File: src/rtl/bist_sched_pkg.sv
package bist_sched_pkg;
  typedef enum logic [0:0] {
    SEQ_IDLE = 1'b0,
    SEQ_RUN  = 1'b1
  } seq_state_e;
endpackage

File: src/rtl/bist_sched_table.sv
module bist_sched_table #(
  parameter int NT    = 6,
  parameter int DEPTH = 8,
  parameter int IW    = 3,
  parameter int CW    = 4,
  parameter logic [DEPTH*NT-1:0] DEF_MASKS = '0,
  parameter logic [CW-1:0]       DEF_CNT   = '0
) (
  input  logic          clk,
  input  logic          rst_n,
  input  logic          lock,
  input  logic          wr_en,
  input  logic [IW-1:0] wr_idx,
  input  logic [NT-1:0] wr_mask,
  input  logic          cnt_we,
  input  logic [CW-1:0] cnt_in,
  input  logic [IW-1:0] rd_idx,
  output logic [NT-1:0] rd_mask,
  output logic [CW-1:0] count
);
  logic [NT-1:0] masks [DEPTH];

  for (genvar e = 0; e < DEPTH; e++) begin : g_entry
    always_ff @(posedge clk) begin
      if (!rst_n)
        masks[e] <= DEF_MASKS[e*NT +: NT];
      else if (wr_en && !lock && (wr_idx == IW'(e)))
        masks[e] <= wr_mask;
    end
  end

  always_ff @(posedge clk) begin
    if (!rst_n)
      count <= DEF_CNT;
    else if (cnt_we && !lock && (int'(cnt_in) <= DEPTH))
      count <= cnt_in;
  end

  assign rd_mask = masks[rd_idx];


  count_range_chk: assert property (@(posedge clk) disable iff (!rst_n)
    int'(count) <= DEPTH);


  locked_count_chk: assert property (@(posedge clk) disable iff (!rst_n)
    lock |=> $stable(count));
endmodule

File: src/rtl/bist_test_timer.sv
module bist_test_timer #(
  parameter int LEN_W = 8,
  parameter logic [LEN_W-1:0] LEN = 8'd1
) (
  input  logic clk,
  input  logic rst_n,
  input  logic load,
  input  logic abort,
  input  logic done_in,
  output logic en,
  output logic expire,
  output logic miss
);
  logic [LEN_W-1:0] remain;
  logic             seen;

  always_ff @(posedge clk) begin
    if (!rst_n) begin
      en     <= 1'b0;
      remain <= '0;
      seen   <= 1'b0;
    end else if (load) begin
      en     <= 1'b1;
      remain <= LEN - 1'b1;
      seen   <= 1'b0;
    end else if (abort) begin
      en <= 1'b0;
    end else if (en) begin
      if (done_in) seen <= 1'b1;
      if (remain == '0) en <= 1'b0;
      else              remain <= remain - 1'b1;
    end
  end

  assign expire = en && (remain == '0);
  assign miss   = expire && !seen && !done_in;


  en_hold_chk: assert property (@(posedge clk) disable iff (!rst_n)
    (en && !expire && !abort) |=> en);


  en_drop_chk: assert property (@(posedge clk) disable iff (!rst_n)
    (expire && !load) |=> !en);
endmodule

File: src/rtl/bist_session_seq.sv
module bist_session_seq #(
  parameter int NUM_TESTS = 6,
  parameter int MAX_SESS  = 8,
  parameter int LEN_W     = 8,
  parameter int PWR_W     = 4,
  parameter int ELAPSED_W = 16,
  parameter int PWR_LIMIT = 4,
  parameter logic [NUM_TESTS*LEN_W-1:0] TEST_LEN =
    {8'd100, 8'd10, 8'd5, 8'd10, 8'd10, 8'd100},
  parameter logic [NUM_TESTS*PWR_W-1:0] TEST_PWR =
    {4'd1, 4'd2, 4'd1, 4'd1, 4'd1, 4'd2},
  parameter logic [MAX_SESS*NUM_TESTS-1:0] DEF_MASKS =
    {30'd0, 6'b100001, 6'b010010, 6'b001100},
  parameter int DEF_COUNT = 3
) (
  input  logic                                  clk,
  input  logic                                  rst_n,
  input  logic                                  start,
  input  logic                                  tbl_we,
  input  logic [$clog2(MAX_SESS)-1:0]           tbl_idx,
  input  logic [NUM_TESTS-1:0]                  tbl_mask,
  input  logic                                  cnt_we,
  input  logic [$clog2(MAX_SESS+1)-1:0]         cnt_val,
  input  logic [NUM_TESTS-1:0]                  test_done,
  output logic [NUM_TESTS-1:0]                  test_en,
  output logic                                  busy,
  output logic                                  done,
  output logic                                  err,
  output logic [ELAPSED_W-1:0]                  elapsed
);
  import bist_sched_pkg::*;

  localparam int IW    = $clog2(MAX_SESS);
  localparam int CW    = $clog2(MAX_SESS + 1);
  localparam int SUM_W = PWR_W + $clog2(NUM_TESTS + 1);

  function automatic logic [SUM_W-1:0] pwr_sum(input logic [NUM_TESTS-1:0] m);
    logic [SUM_W-1:0] acc;
    acc = '0;
    for (int i = 0; i < NUM_TESTS; i++)
      if (m[i]) acc = acc + SUM_W'(TEST_PWR[i*PWR_W +: PWR_W]);
    return acc;
  endfunction

  seq_state_e           state;
  logic [IW-1:0]        sess_idx;
  logic [IW-1:0]        rd_idx;
  logic [NUM_TESTS-1:0] rd_mask;
  logic [CW-1:0]        sess_cnt;
  logic [NUM_TESTS-1:0] expire_v;
  logic [NUM_TESTS-1:0] miss_v;
  logic [NUM_TESTS-1:0] load_v;

  // named internal events
  logic idle_start;
  logic sess_end;
  logic last_sess;
  logic any_miss;
  logic over_budget;
  logic launch_req;
  logic launch;
  logic abort;
  logic finish;

  assign idle_start  = (state == SEQ_IDLE) && start;
  assign sess_end    = (state == SEQ_RUN) && ((test_en & ~expire_v) == '0);
  assign last_sess   = ((CW'(sess_idx) + 1'b1) == sess_cnt);
  assign any_miss    = (state == SEQ_RUN) && (|miss_v);
  assign rd_idx      = (state == SEQ_IDLE) ? '0 : sess_idx + 1'b1;
  assign over_budget = int'(pwr_sum(rd_mask)) > PWR_LIMIT;
  assign launch_req  = (idle_start && (sess_cnt != '0)) ||
                       (sess_end && !any_miss && !last_sess);
  assign launch      = launch_req && !over_budget;
  assign abort       = any_miss || (launch_req && over_budget);
  assign finish      = (idle_start && (sess_cnt == '0)) ||
                       (sess_end && !any_miss && last_sess);
  assign load_v      = launch ? rd_mask : '0;

  bist_sched_table #(
    .NT(NUM_TESTS), .DEPTH(MAX_SESS), .IW(IW), .CW(CW),
    .DEF_MASKS(DEF_MASKS), .DEF_CNT(CW'(DEF_COUNT))
  ) u_table (
    .clk(clk), .rst_n(rst_n), .lock(state == SEQ_RUN),
    .wr_en(tbl_we), .wr_idx(tbl_idx), .wr_mask(tbl_mask),
    .cnt_we(cnt_we), .cnt_in(cnt_val),
    .rd_idx(rd_idx), .rd_mask(rd_mask), .count(sess_cnt)
  );

  for (genvar t = 0; t < NUM_TESTS; t++) begin : g_test
    bist_test_timer #(
      .LEN_W(LEN_W), .LEN(TEST_LEN[t*LEN_W +: LEN_W])
    ) u_timer (
      .clk(clk), .rst_n(rst_n), .load(load_v[t]), .abort(abort),
      .done_in(test_done[t]), .en(test_en[t]),
      .expire(expire_v[t]), .miss(miss_v[t])
    );
  end

  always_ff @(posedge clk) begin
    if (!rst_n) begin
      state    <= SEQ_IDLE;
      sess_idx <= '0;
      err      <= 1'b0;
      done     <= 1'b0;
      elapsed  <= '0;
    end else begin
      done <= finish;
      if (launch) sess_idx <= rd_idx;
      if (launch)                    state <= SEQ_RUN;
      else if (abort || finish)      state <= SEQ_IDLE;
      if (idle_start)  err <= abort;
      else if (abort)  err <= 1'b1;
      if (idle_start)     elapsed <= '0;
      else if (|test_en)  elapsed <= elapsed + 1'b1;
    end
  end

  assign busy = (state == SEQ_RUN);


  power_budget_chk: assert property (@(posedge clk) disable iff (!rst_n)
    int'(pwr_sum(test_en)) <= PWR_LIMIT);


  en_needs_busy_chk: assert property (@(posedge clk) disable iff (!rst_n)
    (|test_en) |-> busy);


  done_quiet_chk: assert property (@(posedge clk) disable iff (!rst_n)
    done |-> (test_en == '0 && !busy));


  done_pulse_chk: assert property (@(posedge clk) disable iff (!rst_n)
    done |=> !done);


  err_quiet_chk: assert property (@(posedge clk) disable iff (!rst_n)
    err |-> (test_en == '0 || busy));


  elapsed_step_chk: assert property (@(posedge clk) disable iff (!rst_n)
    (busy && (|test_en)) |=> (elapsed == $past(elapsed) + 1'b1));


  miss_abort_chk: assert property (@(posedge clk) disable iff (!rst_n)
    any_miss |=> (err && !busy && test_en == '0));
endmodule

File: config.mk
export PLATFORM = sky130hd
export DESIGN_NAME = bist_session_seq
export DESIGN_NICKNAME = d
export VERILOG_FILES = /design/src/rtl/bist_sched_pkg.sv /design/src/rtl/bist_sched_table.sv /design/src/rtl/bist_test_timer.sv /design/src/rtl/bist_session_seq.sv
export SDC_FILE = /design/constraint.sdc
export NUM_CORES = 1
export LEC_CHECK = 0
export ABC_AREA = 1
export CORE_MARGIN = 2
export CORE_UTILIZATION = 65
export DETAILED_ROUTE_END_ITERATION = 6
export GPL_TIMING_DRIVEN = 0
export PLACE_DENSITY = 0.95
export SYNTH_ARGS = -nofsm -noshare
export SYNTH_HDL_FRONTEND = slang
export SYNTH_SLANG_ARGS = --single-unit
File: constraint.sdc
create_clock -name clk -period 5.25 [get_ports clk]
set_input_delay 1.05 -clock clk [delete_from_list [all_inputs] [get_ports clk]]
set_output_delay 1.05 -clock clk [all_outputs]
set_load 0.05 [all_outputs]
Word-level counts from Yosys, hierarchy flattened
Memories as Yosys holds them, arrays and structs flattened.
Cells that the tools add are included.
{"block": "word_totals", "reg_bits": 86, "latchBits": 0, "mem_bits_rw": 48, "rom_bits": 0, "input_bits": 24, "output_inout_bits": 25, "elab_cells": 283, "memories": 1}
{"block": "classes", "addsub": 14, "multipliers": 0, "div_mod_pow": 0, "order_cmp": 2, "eq_ne": 20, "shift": 0, "n_mux": 93, "n_bitwise": 19, "reduce_logical": 104}
{"memory": "u_table.masks", "words": 8, "word_bits": 6, "rd": 1, "rd_clocked_by_memory_dff": 0, "wr": 8, "line": "bist_sched_table.sv:21", "source": "logic [NT-1:0] masks [DEPTH];"}
{"cell": "two-way mux 7 bit", "count": 13}
{"cell": "two-way mux 6 bit", "count": 9}
{"cell": "AND reduction 3 bit", "count": 18}
{"cell": "two-way mux 1 bit", "count": 53}
{"cell": "logical NOT 8 bit", "count": 6}
{"cell": "two-way mux 4 bit", "count": 12}
{"cell": "subtractor 8 x 1 -> 8 bit, second input constant", "count": 6}
{"cell": "logical AND 1 bit", "count": 39}
{"cell": "inequality test 2 bit, second input constant", "count": 12}
{"cell": "adder 7 x 1 -> 7 bit, second input constant", "count": 3}
{"cell": "adder 16 x 1 -> 16 bit, second input constant", "count": 1}
{"cell": "logical NOT 1 bit", "count": 16}
{"cell": "nonzero test 2 bit", "count": 8}
{"cell": "two-way mux 3 bit", "count": 5}
{"cell": "OR reduction 2 bit", "count": 7}
{"cell": "equality test 3 bit, second input constant", "count": 4}
{"cell": "OR reduction 6 bit", "count": 2}
{"cell": "NOT 1 bit", "count": 9}
{"cell": "OR 1 bit", "count": 8}
{"cell": "adder 7 x 2 -> 7 bit, second input constant", "count": 1}
{"cell": "greater-than comparator 7 x 3 -> 1 bit, second input constant", "count": 1}
{"cell": "bitwise AND 6 bit", "count": 1}
{"cell": "equality test 3 x 2 -> 1 bit, second input constant", "count": 2}
{"cell": "logical NOT 6 bit", "count": 1}
{"cell": "12 further kinds", "count": 15}

Logic depth before layout (Yosys ltp)
Gate-level depths: netlist of run 1.
An unclocked memory read counts as a cell.
{"block": "depth", "word_depth": 20, "depth_mapped": 30, "depth_no_buf": 28}

Cells and area by module
From an unflattened synthesis of run 1, not the netlist that was laid out.
{"block": "hier_totals", "cells_unflattened": 1064, "hier_area_um2": 7746.2}
{"mod": "bist_sched_table", "instances": 1, "cells_each": 280, "area_per_inst_um2": 2516.2, "seq_area_each_um2": 1521.5}
{"mod": "bist_session_seq", "instances": 1, "cells_each": 254, "area_per_inst_um2": 1616.6, "seq_area_each_um2": 440.4}
{"mod": "bist_test_timer at g_test[0].u_timer ...", "instances": 2, "cells_each": 93, "area_per_inst_um2": 606.8, "seq_area_each_um2": 200.2}
{"mod": "bist_test_timer at g_test[1].u_timer ...", "instances": 2, "cells_each": 86, "area_per_inst_um2": 603.1, "seq_area_each_um2": 200.2}
{"mod": "bist_test_timer at g_test[3].u_timer", "instances": 1, "cells_each": 85, "area_per_inst_um2": 601.8, "seq_area_each_um2": 200.2}
{"mod": "bist_test_timer at g_test[4].u_timer", "instances": 1, "cells_each": 87, "area_per_inst_um2": 591.8, "seq_area_each_um2": 200.2}

Least setup slack after synthesis of run 1
OpenSTA, ideal clock, no wires.
{"block": "synth_path", "kind": "reg-to-reg", "startpoint": "register state (netlist: busy)", "endpoint": "register g_test[0].u_timer.remain[5]", "setup_time_ns": 0.113, "arrival_ns": 3.469, "path_slack_ns": 1.668, "stages_incl_launch_ff": 28, "n_path_buf": 2, "cell_sequence": "dfxtp_1 -> nand2_2 -> inv_1 -> buf_6 -> nand3_1 -> nand3_2 -> nand2_2 -> ha_1 -> inv_1 -> nand2_1 -> nand2_1 -> nand3_1 -> nand3_1 -> nand2_2 -> inv_1 -> ha_1 -> inv_1 -> nor2_1 -> inv_1 -> nand3_2 -> nand2_2 -> nand2_4 -> nand3_4 -> nand2_8 -> nand3_4 -> buf_12 -> o21ai_1 -> nor2_1"}
{"block": "synth_via", "elab_chain_len": 19}
{"element": "start: declaration", "line": "bist_session_seq.sv:45", "source": "seq_state_e state;"}
{"element": "start signal: assignment", "line": "bist_session_seq.sv:101", "source": "state <= SEQ_IDLE;"}
{"element": "start signal: assignment", "line": "bist_session_seq.sv:109", "source": "if (launch) state <= SEQ_RUN;"}
{"element": "start signal: assignment", "line": "bist_session_seq.sv:110", "source": "else if (abort || finish) state <= SEQ_IDLE;"}
{"element": "two-way mux 3 bit", "line": "bist_session_seq.sv:69", "source": "assign rd_idx = (state == SEQ_IDLE) ? '0 : sess_idx + 1'b1;"}
{"element": "memory read (8 x 6 bit)"}
{"element": "two-way mux 2 bit", "line": "bist_session_seq.sv:41", "source": "if (m[i]) acc = acc + SUM_W'(TEST_PWR[i*PWR_W +: PWR_W]);"}
{"element": "adder 2 x 1 -> 3 bit", "line": "bist_session_seq.sv:41"}
{"element": "two-way mux 7 bit", "line": "bist_session_seq.sv:41"}
{"element": "adder 7 x 1 -> 7 bit", "line": "bist_session_seq.sv:41"}
{"element": "two-way mux 7 bit", "line": "bist_session_seq.sv:41"}
{"element": "adder 7 x 1 -> 7 bit", "line": "bist_session_seq.sv:41"}
{"element": "(+3 left out)"}
{"element": "adder 7 x 1 -> 7 bit", "line": "bist_session_seq.sv:41"}
{"element": "two-way mux 7 bit", "line": "bist_session_seq.sv:41"}
{"element": "greater-than comparator 7 x 3 -> 1 bit", "line": "bist_session_seq.sv:70", "source": "assign over_budget = int'(pwr_sum(rd_mask)) > PWR_LIMIT;"}
{"element": "logical NOT 1 bit", "line": "bist_session_seq.sv:73", "source": "assign launch = launch_req && !over_budget;"}
{"element": "logical AND 1 bit", "line": "bist_session_seq.sv:73"}
{"element": "two-way mux 6 bit", "line": "bist_session_seq.sv:77", "source": "assign load_v = launch ? rd_mask : '0;"}
{"element": "inequality test 2 bit (no line) or nonzero test 2 bit (tied branches)"}
{"element": "AND reduction 3 bit (no line)"}
{"element": "end signal: assignment", "line": "bist_test_timer.sv:24", "source": "remain <= LEN - 1'b1;"}
{"element": "end signal: assignment", "line": "bist_test_timer.sv:31", "source": "else remain <= remain - 1'b1;"}
{"element": "end: declaration", "line": "bist_test_timer.sv:14", "source": "logic [LEN_W-1:0] remain;"}
Parallel ways exist; a longest one is shown, timed or not.
A chain may end at the register's enable or synchronous reset.

Final worst setup path of run 1
{"block": "layout_path", "startpoint": "register sess_idx[0]", "endpoint": "register g_test[1].u_timer.remain[1]"}
{"block": "layout_via", "elab_chain_len": 19}
{"element": "start: declaration", "line": "bist_session_seq.sv:46", "source": "logic [IW-1:0] sess_idx;"}
{"element": "start signal: assignment", "line": "bist_session_seq.sv:108", "source": "if (launch) sess_idx <= rd_idx;"}
{"element": "adder 3 x 1 -> 3 bit", "line": "bist_session_seq.sv:69"}
{"element": "two-way mux 3 bit", "line": "bist_session_seq.sv:69"}
{"element": "memory read (8 x 6 bit)"}
{"element": "two-way mux 2 bit", "line": "bist_session_seq.sv:41"}
{"element": "adder 2 x 1 -> 3 bit", "line": "bist_session_seq.sv:41"}
{"element": "two-way mux 7 bit", "line": "bist_session_seq.sv:41"}
{"element": "adder 7 x 1 -> 7 bit", "line": "bist_session_seq.sv:41"}
{"element": "two-way mux 7 bit", "line": "bist_session_seq.sv:41"}
{"element": "(+3 left out)"}
{"element": "two-way mux 7 bit", "line": "bist_session_seq.sv:41"}
{"element": "adder 7 x 1 -> 7 bit", "line": "bist_session_seq.sv:41"}
{"element": "two-way mux 7 bit", "line": "bist_session_seq.sv:41"}
{"element": "greater-than comparator 7 x 3 -> 1 bit", "line": "bist_session_seq.sv:70"}
{"element": "logical NOT 1 bit or logical AND 1 bit (tied branches)", "line": "bist_session_seq.sv:73, bist_session_seq.sv:74"}
{"element": "logical AND 1 bit or logical OR 1 bit (tied branches)", "line": "bist_session_seq.sv:73, bist_session_seq.sv:74"}
{"element": "two-way mux 6 bit or NOT 1 bit (tied branches)"}
{"element": "OR reduction 2 bit (no line) or AND reduction 3 bit (tied branches)"}
{"element": "end signal: assignment", "line": "bist_test_timer.sv:24"}
{"element": "end signal: assignment", "line": "bist_test_timer.sv:31"}
{"element": "end: declaration", "line": "bist_test_timer.sv:14"}
Parallel ways exist; a longest one is shown, timed or not.

==> flow_summary.toml, run 1 <==
[routing]
ant_nets = 0
wl_per_cell_um = 15.32
viasPerCell = 5.802
dr.pass1.iters = 7
route.detailed.drc = 0
vias = 7015
wl_um = 18530
drtIter0Drc = 567

[clock_tree]
cts_setup_buffers = 0
cts_tree = "built"
cts_resized = 0
numCtsBuffers = 17
ctsHoldBuffers = 0
clk_path_buf_depth = 2
clk_latency_ns = 0.44
clkSinkCount = 134
cts_root_buf = "clkbuf_16"
path_clk_slew_ns = 0.06
htreeDepth = 4

[grt]
grt_pass1_vias = 6841
antenna_found_initial = 0
gr-total-overflow = 0
grt_usage_pct = 30.86
grt_pass1_wl_um = 31270
grt_max_degree = 17

[logic_synthesis]
ys_warn_count = 0
yosys_most_used_dff = "dfxtp_1"
synth_seq_cells = 134
ys_async_sr_fraction_pct = 0
synth_top_area_share_pct = 22.52
mappedNetlistArea_sq_um = 7646
synth_cells = 986
synth_area_leader_cell = "dfxtp_1"
ys_seq_area_share_pct = 41.37
synth_area_leaders = "dfxtp_1, edfxtp_1, nand2_1, nand3_1, nor2_1"
synth.avg_cell_area_sq_um = 7.755
synth_edf_count = 48
syn_nets = 1026
synthDistinctLibCells = 43

[min_path]
hold_path_depth = 2
hold_path_end = "g_test[1].u_timer.seen$_SDFFE_PP0P_"
hp-class = "flop to flop"
hp-start = "g_test[1].u_timer.seen$_SDFFE_PP0P_"

[sta]
hold_viol = 0
slew_violations = 0
fmax_mhz = 245.1
relSlewSlack_pct = 35.86
fin_crit_sh_pct = 77.72
worst_pin_slew_ns = 0.9539
final.min_clock_period_ns = 4.080
fin_tns_setup_ns = 0
fin_worst_skew_ns = 0.01439
grt_setup_unrepaired = "no"
setup_viol = 0

[worst_setup_path]
start_kind = "flop"
end_kind = "flop"
crit_fanout = 10
r2r-end = "g_test[1].u_timer.remain[1]$_SDFFE_PP0P_"
r2r_slack_ns = 1.17
crit_type = "flop to flop"
cp.required_ns = 5.55
r2r-start = "sess_idx[0]$_SDFFE_PN0N_"
r2r_cells = 24
crit_arrival_ns = 4.38

[die]
die_width_um = 112.5
dieHeight_um = 112.5
core_sq_um = 11470
rows = 39
initial_core_util_pct = 66.68
dieArea_sq_um = 12650
ios = 49

[power_and_ir_drop]
p_sw_share_pct = 45.82
cellPowerDensity_nw_per_um2 = 613.8
p_sw_mw = 2.502
finalPower_mw = 5.460
p_int_mw = 2.958
p_clk_share_pct = 21.9
p_seq_share_pct = 25.1
pwr-share-comb_pct = 53.1
vdd_ir_drop_max_uv = 563.0
power_leakage_nw = 3.641

[final_layout]
final_common_cell = "nand2_1"
fin_nets = 1093
final_layout_size_suffix_gt1_share_pct = 13.60
syn_to_final_growth_pct = 16.35
mostFrequentLayoutCells = "nand2_1, nor2_1, inv_1"
antenna_cells = 0

[job]
drv_cap = 0

[place]
gp_congestion = 0.9783
io_buffers = 48
hpwl_um = 12880

[status]
status = "complete, no violations"
## logic make-up after synthesis
kind of cell,Yosys count,synth area share [%]
buffers and inverters,146,9.098
flip-flops,134,41.37
XOR/XNOR,41,4.696
AO/OA/AOI/OAI,110,8.280
AND/OR/NAND/NOR,539,33.94
adder cells (fa/ha/maj),16,2.618
## worst max-delay path, cell delays in order, from the launching register on
cell and delay [ns]:
dfxtp_1 0.38, ha_1 0.36, nand2_2 0.12, inv_1 0.12, buf_6 0.15, nand3_1 0.15, nand3_2 0.11, nand2_2 0.08
ha_1 0.33, inv_1 0.05, nand2_1 0.06, nand2_1 0.08, nand3_1 0.11, nand3_1 0.08, nand2_2 0.12, inv_1 0.06
ha_1 0.19, inv_1 0.09, nand4_1 0.12, o21ai_2 0.22, nand2_1 0.09, inv_2 0.12, nand4_1 0.30, nand2_1 0.39
a21oi_1 0.08
## through the flow
stage	worst slack [ns]	cells	utilization [%]	hold slack [ns]	cell area (sq um)
3_5_place_dp	1.326	1177	72.43	0.4464	8305
4_1_cts	1.249	1209	77.58	0.4547	8896
6_report	1.170	1209	77.58	0.4596	8896
3_3_place_gp	1.411	1177	72.43	0.4406	8305
2_1_floorplan	1.668	986	-	0.4302	7646
5_1_grt	0.8586	1209	77.58	0.4843	8896
## registers in the layout, summed over array words and instances (netlist names)
register,count
u_table.count,4
err,1
done,1
busy,1
g_test.u_timer.remain,48
u_table.masks,48
g_test.u_timer.en,6
g_test.u_timer.seen,6
sess_idx,3
elapsed,16
## layout make-up
type | count | area [sq um]
Tap cell | 143 | 178.9
Inverter | 120 | 459.2
Timing Repair Buffer | 48 | 480.5
Clock inverter | 11 | 125.1
Fill cell | 779 | 2571
Buffer | 26 | 236.5
Sequential cell | 134 | 3163
Clock buffer | 21 | 465.4
Multi-Input combinational cell | 706 | 3787
## synthesized netlist by cell type (2+ instances only)
master and count:
edfxtp_1 48, nor3_1 18, o22ai_1 2, buf_2 2, o21ai_1 2, clkbuf_1 4
xnor2_1 16, nand2_2 19, dfxtp_1 86, nor4_1 12, nand3_2 19, nor2_1 113
a21oi_1 66, xor2_1 25, nor3b_1 4, nand2_1 228, nand4_1 11, inv_1 99
o21ai_2 3, inv_2 16, ha_1 16, o31ai_1 3, or2_2 4, o211ai_1 5
clkinv_2 3, buf_12 2, nand3_1 92, a21oi_2 13, nand3_4 8, nand2_4 4
buf_4 8, o21ai_0 16, buf_6 9
## worst max-delay path by stage
stage                                         from                                       end  cells past startpoint
final                     sess_idx[0]$_SDFFE_PN0N_  g_test[1].u_timer.remain[1]$_SDFFE_PP0P_                     24
after floorplan                  busy$_SDFFE_PN0P_  g_test[0].u_timer.remain[5]$_SDFFE_PN0P_                     27
after detailed placement  sess_idx[0]$_SDFFE_PN0N_  g_test[1].u_timer.remain[1]$_SDFFE_PP0P_                     24
after global routing      sess_idx[0]$_SDFFE_PN0N_  g_test[1].u_timer.remain[1]$_SDFFE_PP0P_                     24
after CTS                 sess_idx[0]$_SDFFE_PN0N_       g_test[3].u_timer.seen$_SDFFE_PP0P_                     28
after global placement    sess_idx[0]$_SDFFE_PN0N_  g_test[1].u_timer.remain[1]$_SDFFE_PP0P_                     24
## metal layers
layer	wire [um]	share of wire, %	up-vias	global-route usage [%]
met5	0	0	-	0
li1	-	-	3358	-
met3	1466	7.9	60	7.235
met2	9303	50	335	53.09
met1	7152	39	3262	36.07
met4	604	3.3	0	15.69
## power groups by stage
stage          logic (mW)  clock network [mW]  registers (mW)
2_1_floorplan        2.24                   0            1.38
3_3_place_gp         2.72                   0            1.38
3_5_place_dp         2.81                   0            1.38
4_1_cts              2.87                1.20            1.36
5_1_grt              3.19                1.24            1.39
6_report             2.90                1.19            1.37
Note: power is estimated with default switching activity, not from simulation.
==> run 2: changes to the inputs <==
Settings changed: CORE_UTILIZATION 65 to 60, PLACE_DENSITY 0.95 to 0.92.
Clock period 5.25 ns to 4 ns, I/O delays scaled along.
==> run 2 against run 1 <==
  * Highest routed layer unchanged
  * Sequential share of layout area shrank 0.86 points
  * Fmax grew 9.5%
  * Utilization shrank 4.7 points
  * Count of clock-buffer cells in the layout shrank 4
  * Largest power group unchanged
  * Critical endpoint is now g_test[0].u_timer.remain[6]$_SDFFE_PN0P_
  * Via count shrank 1.6%
  * Critical path type unchanged
  * Largest cell class unchanged
  * Hold slack lost 0.0028 ns
==> flow_summary.toml, run 2 (synthesized netlist as in run 1, its figures left out) <==
[routing]
wl_per_cell_um = 14.74
dr.pass1.iters = 5
drtIter0Drc = 696
vias = 6902
ant_nets = 0
route.detailed.drc = 0
viasPerCell = 5.491
wl_um = 18520

[grt]
grt_max_degree = 17
antenna_found_initial = 0
grtUsageMet3_pct = 6.746
grt_pass1_vias = 6442
gr-usage-met2_pct = 48.05
use_met1_pct = 33.41
gr-total-overflow = 0
grt_usage_pct = 27.98
grt.busiest_layer = "met2"
grt_pass1_wl_um = 29800

[sta]
fin_tns_setup_ns = 0
worst_pin_slew_ns = 1.059
fin_worst_skew_ns = 0.006052
slew_violations = 0
setup_viol = 0
fmax_mhz = 268.3
fin_crit_sh_pct = 93.20
relSlewSlack_pct = 28.63
final.min_clock_period_ns = 3.728
hold_viol = 0

[worst_setup_path]
r2r-start = "sess_idx[0]$_SDFFE_PN0N_"
crit_arrival_ns = 4.09
slowest_stage = "dfxtp_2"
crit_fanout = 10
crit_buf_inv = 7
start_kind = "flop"
critPathMaxStageDelay_ns = 0.37
cp.required_ns = 4.36
worst-path-stages = 26
r2r-end = "g_test[0].u_timer.remain[6]$_SDFFE_PN0P_"
crit_type = "flop to flop"
r2r_slack_ns = 0.27
path_delay_family = "simple AND/OR/NAND/NOR gates"
end_kind = "flop"
r2r_cells = 26

[clock_tree]
clk_latency_ns = 0.43
clk_path_buf_depth = 2
clkSinkCount = 134
htreeDepth = 4
cts_root_buf = "clkbuf_16"
path_clk_slew_ns = 0.06
numCtsBuffers = 17
cts_tree = "built"

[final_layout]
mostFrequentLayoutCells = "nand2_1, nor2_1, inv_1"
syn_to_final_growth_pct = 19.28
reg_top3 = "g_test.u_timer.remain (48), u_table.masks (48), elapsed (16)"
final_layout_size_suffix_gt1_share_pct = 16.50
final_common_cell = "nand2_1"
antenna_cells = 0
final_core_util_pct = 72.86
nFillCells = 927
fin_nets = 1112

[die]
rows = 41
dieHeight_um = 116.9
dieArea_sq_um = 13660
core_sq_um = 12520
ios = 49
initial_core_util_pct = 61.09
die_width_um = 116.9

[min_path]
hp-class = "flop to flop"
hold_path_depth = 2
hp-start = "g_test[0].u_timer.seen$_SDFFE_PP0P_"
hold_path_end = "g_test[0].u_timer.seen$_SDFFE_PP0P_"

[power_and_ir_drop]
power_leakage_nw = 3.713
vdd_ir_drop_max_uv = 538.6
cellPowerDensity_nw_per_um2 = 812.7

[job]
drv_cap = 0

[status]
status = "complete, no violations"

[place]
gp_congestion = 0.9168
io_buffers = 48
hpwl_um = 12830
-- run 2: layout make-up --
cell class                      instances  area, sq um  share of cell area [%]
Sequential cell                       134         3164                   34.70
Clock inverter                         15        145.1                   1.591
Tap cell                              172        215.2                   2.360
Clock buffer                           17        425.4                   4.665
Multi-Input combinational cell        708         3860                   42.32
Inverter                              120        467.9                   5.131
Buffer                                 26        236.5                   2.593
Timing Repair Buffer                   65        605.6                   6.640
-- run 2: timing repair --
item,in CTS,in global routing
gates resized for setup,0,18
buffers inserted,0,16
hold endpoints to repair,0,0
hold buffers,0,0
endpoints found under the setup margin,0,65
-- run 2: worst max path at each step --
stage | start | endpoint | slack, ns
3_5_place_dp | sess_idx[0]$_SDFFE_PN0N_ | g_test[4].u_timer.remain[1]$_SDFFE_PP0P_ | 0.09
6_report | sess_idx[0]$_SDFFE_PN0N_ | g_test[0].u_timer.remain[6]$_SDFFE_PN0P_ | 0.27
3_3_place_gp | sess_idx[0]$_SDFFE_PN0N_ | g_test[4].u_timer.remain[4]$_SDFFE_PP0P_ | 0.19
5_1_grt | sess_idx[0]$_SDFFE_PN0N_ | g_test[2].u_timer.remain[2]$_SDFFE_PP0P_ | -0.004
2_1_floorplan | busy$_SDFFE_PN0P_ | g_test[0].u_timer.remain[5]$_SDFFE_PN0P_ | 0.42
4_1_cts | sess_idx[0]$_SDFFE_PN0N_ | g_test[4].u_timer.remain[1]$_SDFFE_PP0P_ | 0.05
-- run 2: power by group --
group	total, mW	switching [mW]	internal (mW)
Combinational	4.11	2.60	1.51
Clock	1.51	0.639	0.867
Sequential	1.80	0.184	1.61
-- run 2: metal layers --
| metal | up-vias | wire length, um |
|---|---|---|
| li1 | 3404 | - |
| met1 | 3182 | 7522 |
| met2 | 256 | 9030 |
| met3 | 60 | 1296 |
| met4 | 0 | 672 |
| met5 | - | 0 |
-- run 2: stage by stage --
step | area [sq um] | hold WS, ns | total power [mW] | instances | setup slack (ns)
4_1_cts | 8912 | 0.4551 | 7.009 | 1238 | 0.05079
3_3_place_gp | 8342 | 0.4392 | 5.376 | 1206 | 0.1876
2_1_floorplan | 7646 | 0.4302 | 4.755 | 986 | 0.4179
3_5_place_dp | 8342 | 0.4464 | 5.484 | 1206 | 0.09031
5_1_grt | 9120 | 0.4690 | 7.935 | 1257 | -0.003522
6_report | 9120 | 0.4567 | 7.412 | 1257 | 0.2722
-- run 2: worst register-to-register path: stages (launching register included) --
cell     delay, ns
dfxtp_2       0.37
ha_4          0.30
nand2_4       0.08
buf_6         0.18
a21oi_2       0.10
nand2_1       0.10
nand3_2       0.11
nand2_4       0.07
ha_1          0.30
inv_1         0.04
nand2_1       0.08
nand2_2       0.07
nand3_1       0.10
nand3_1       0.09
nand2_2       0.12
inv_1         0.05
ha_1          0.19
inv_1         0.08
nand4_1       0.11
o21ai_2       0.21
nand2_1       0.09
inv_2         0.12
nand4_1       0.21
buf_2         0.27
nand2_2       0.08
inv_2         0.03
a21oi_2       0.10
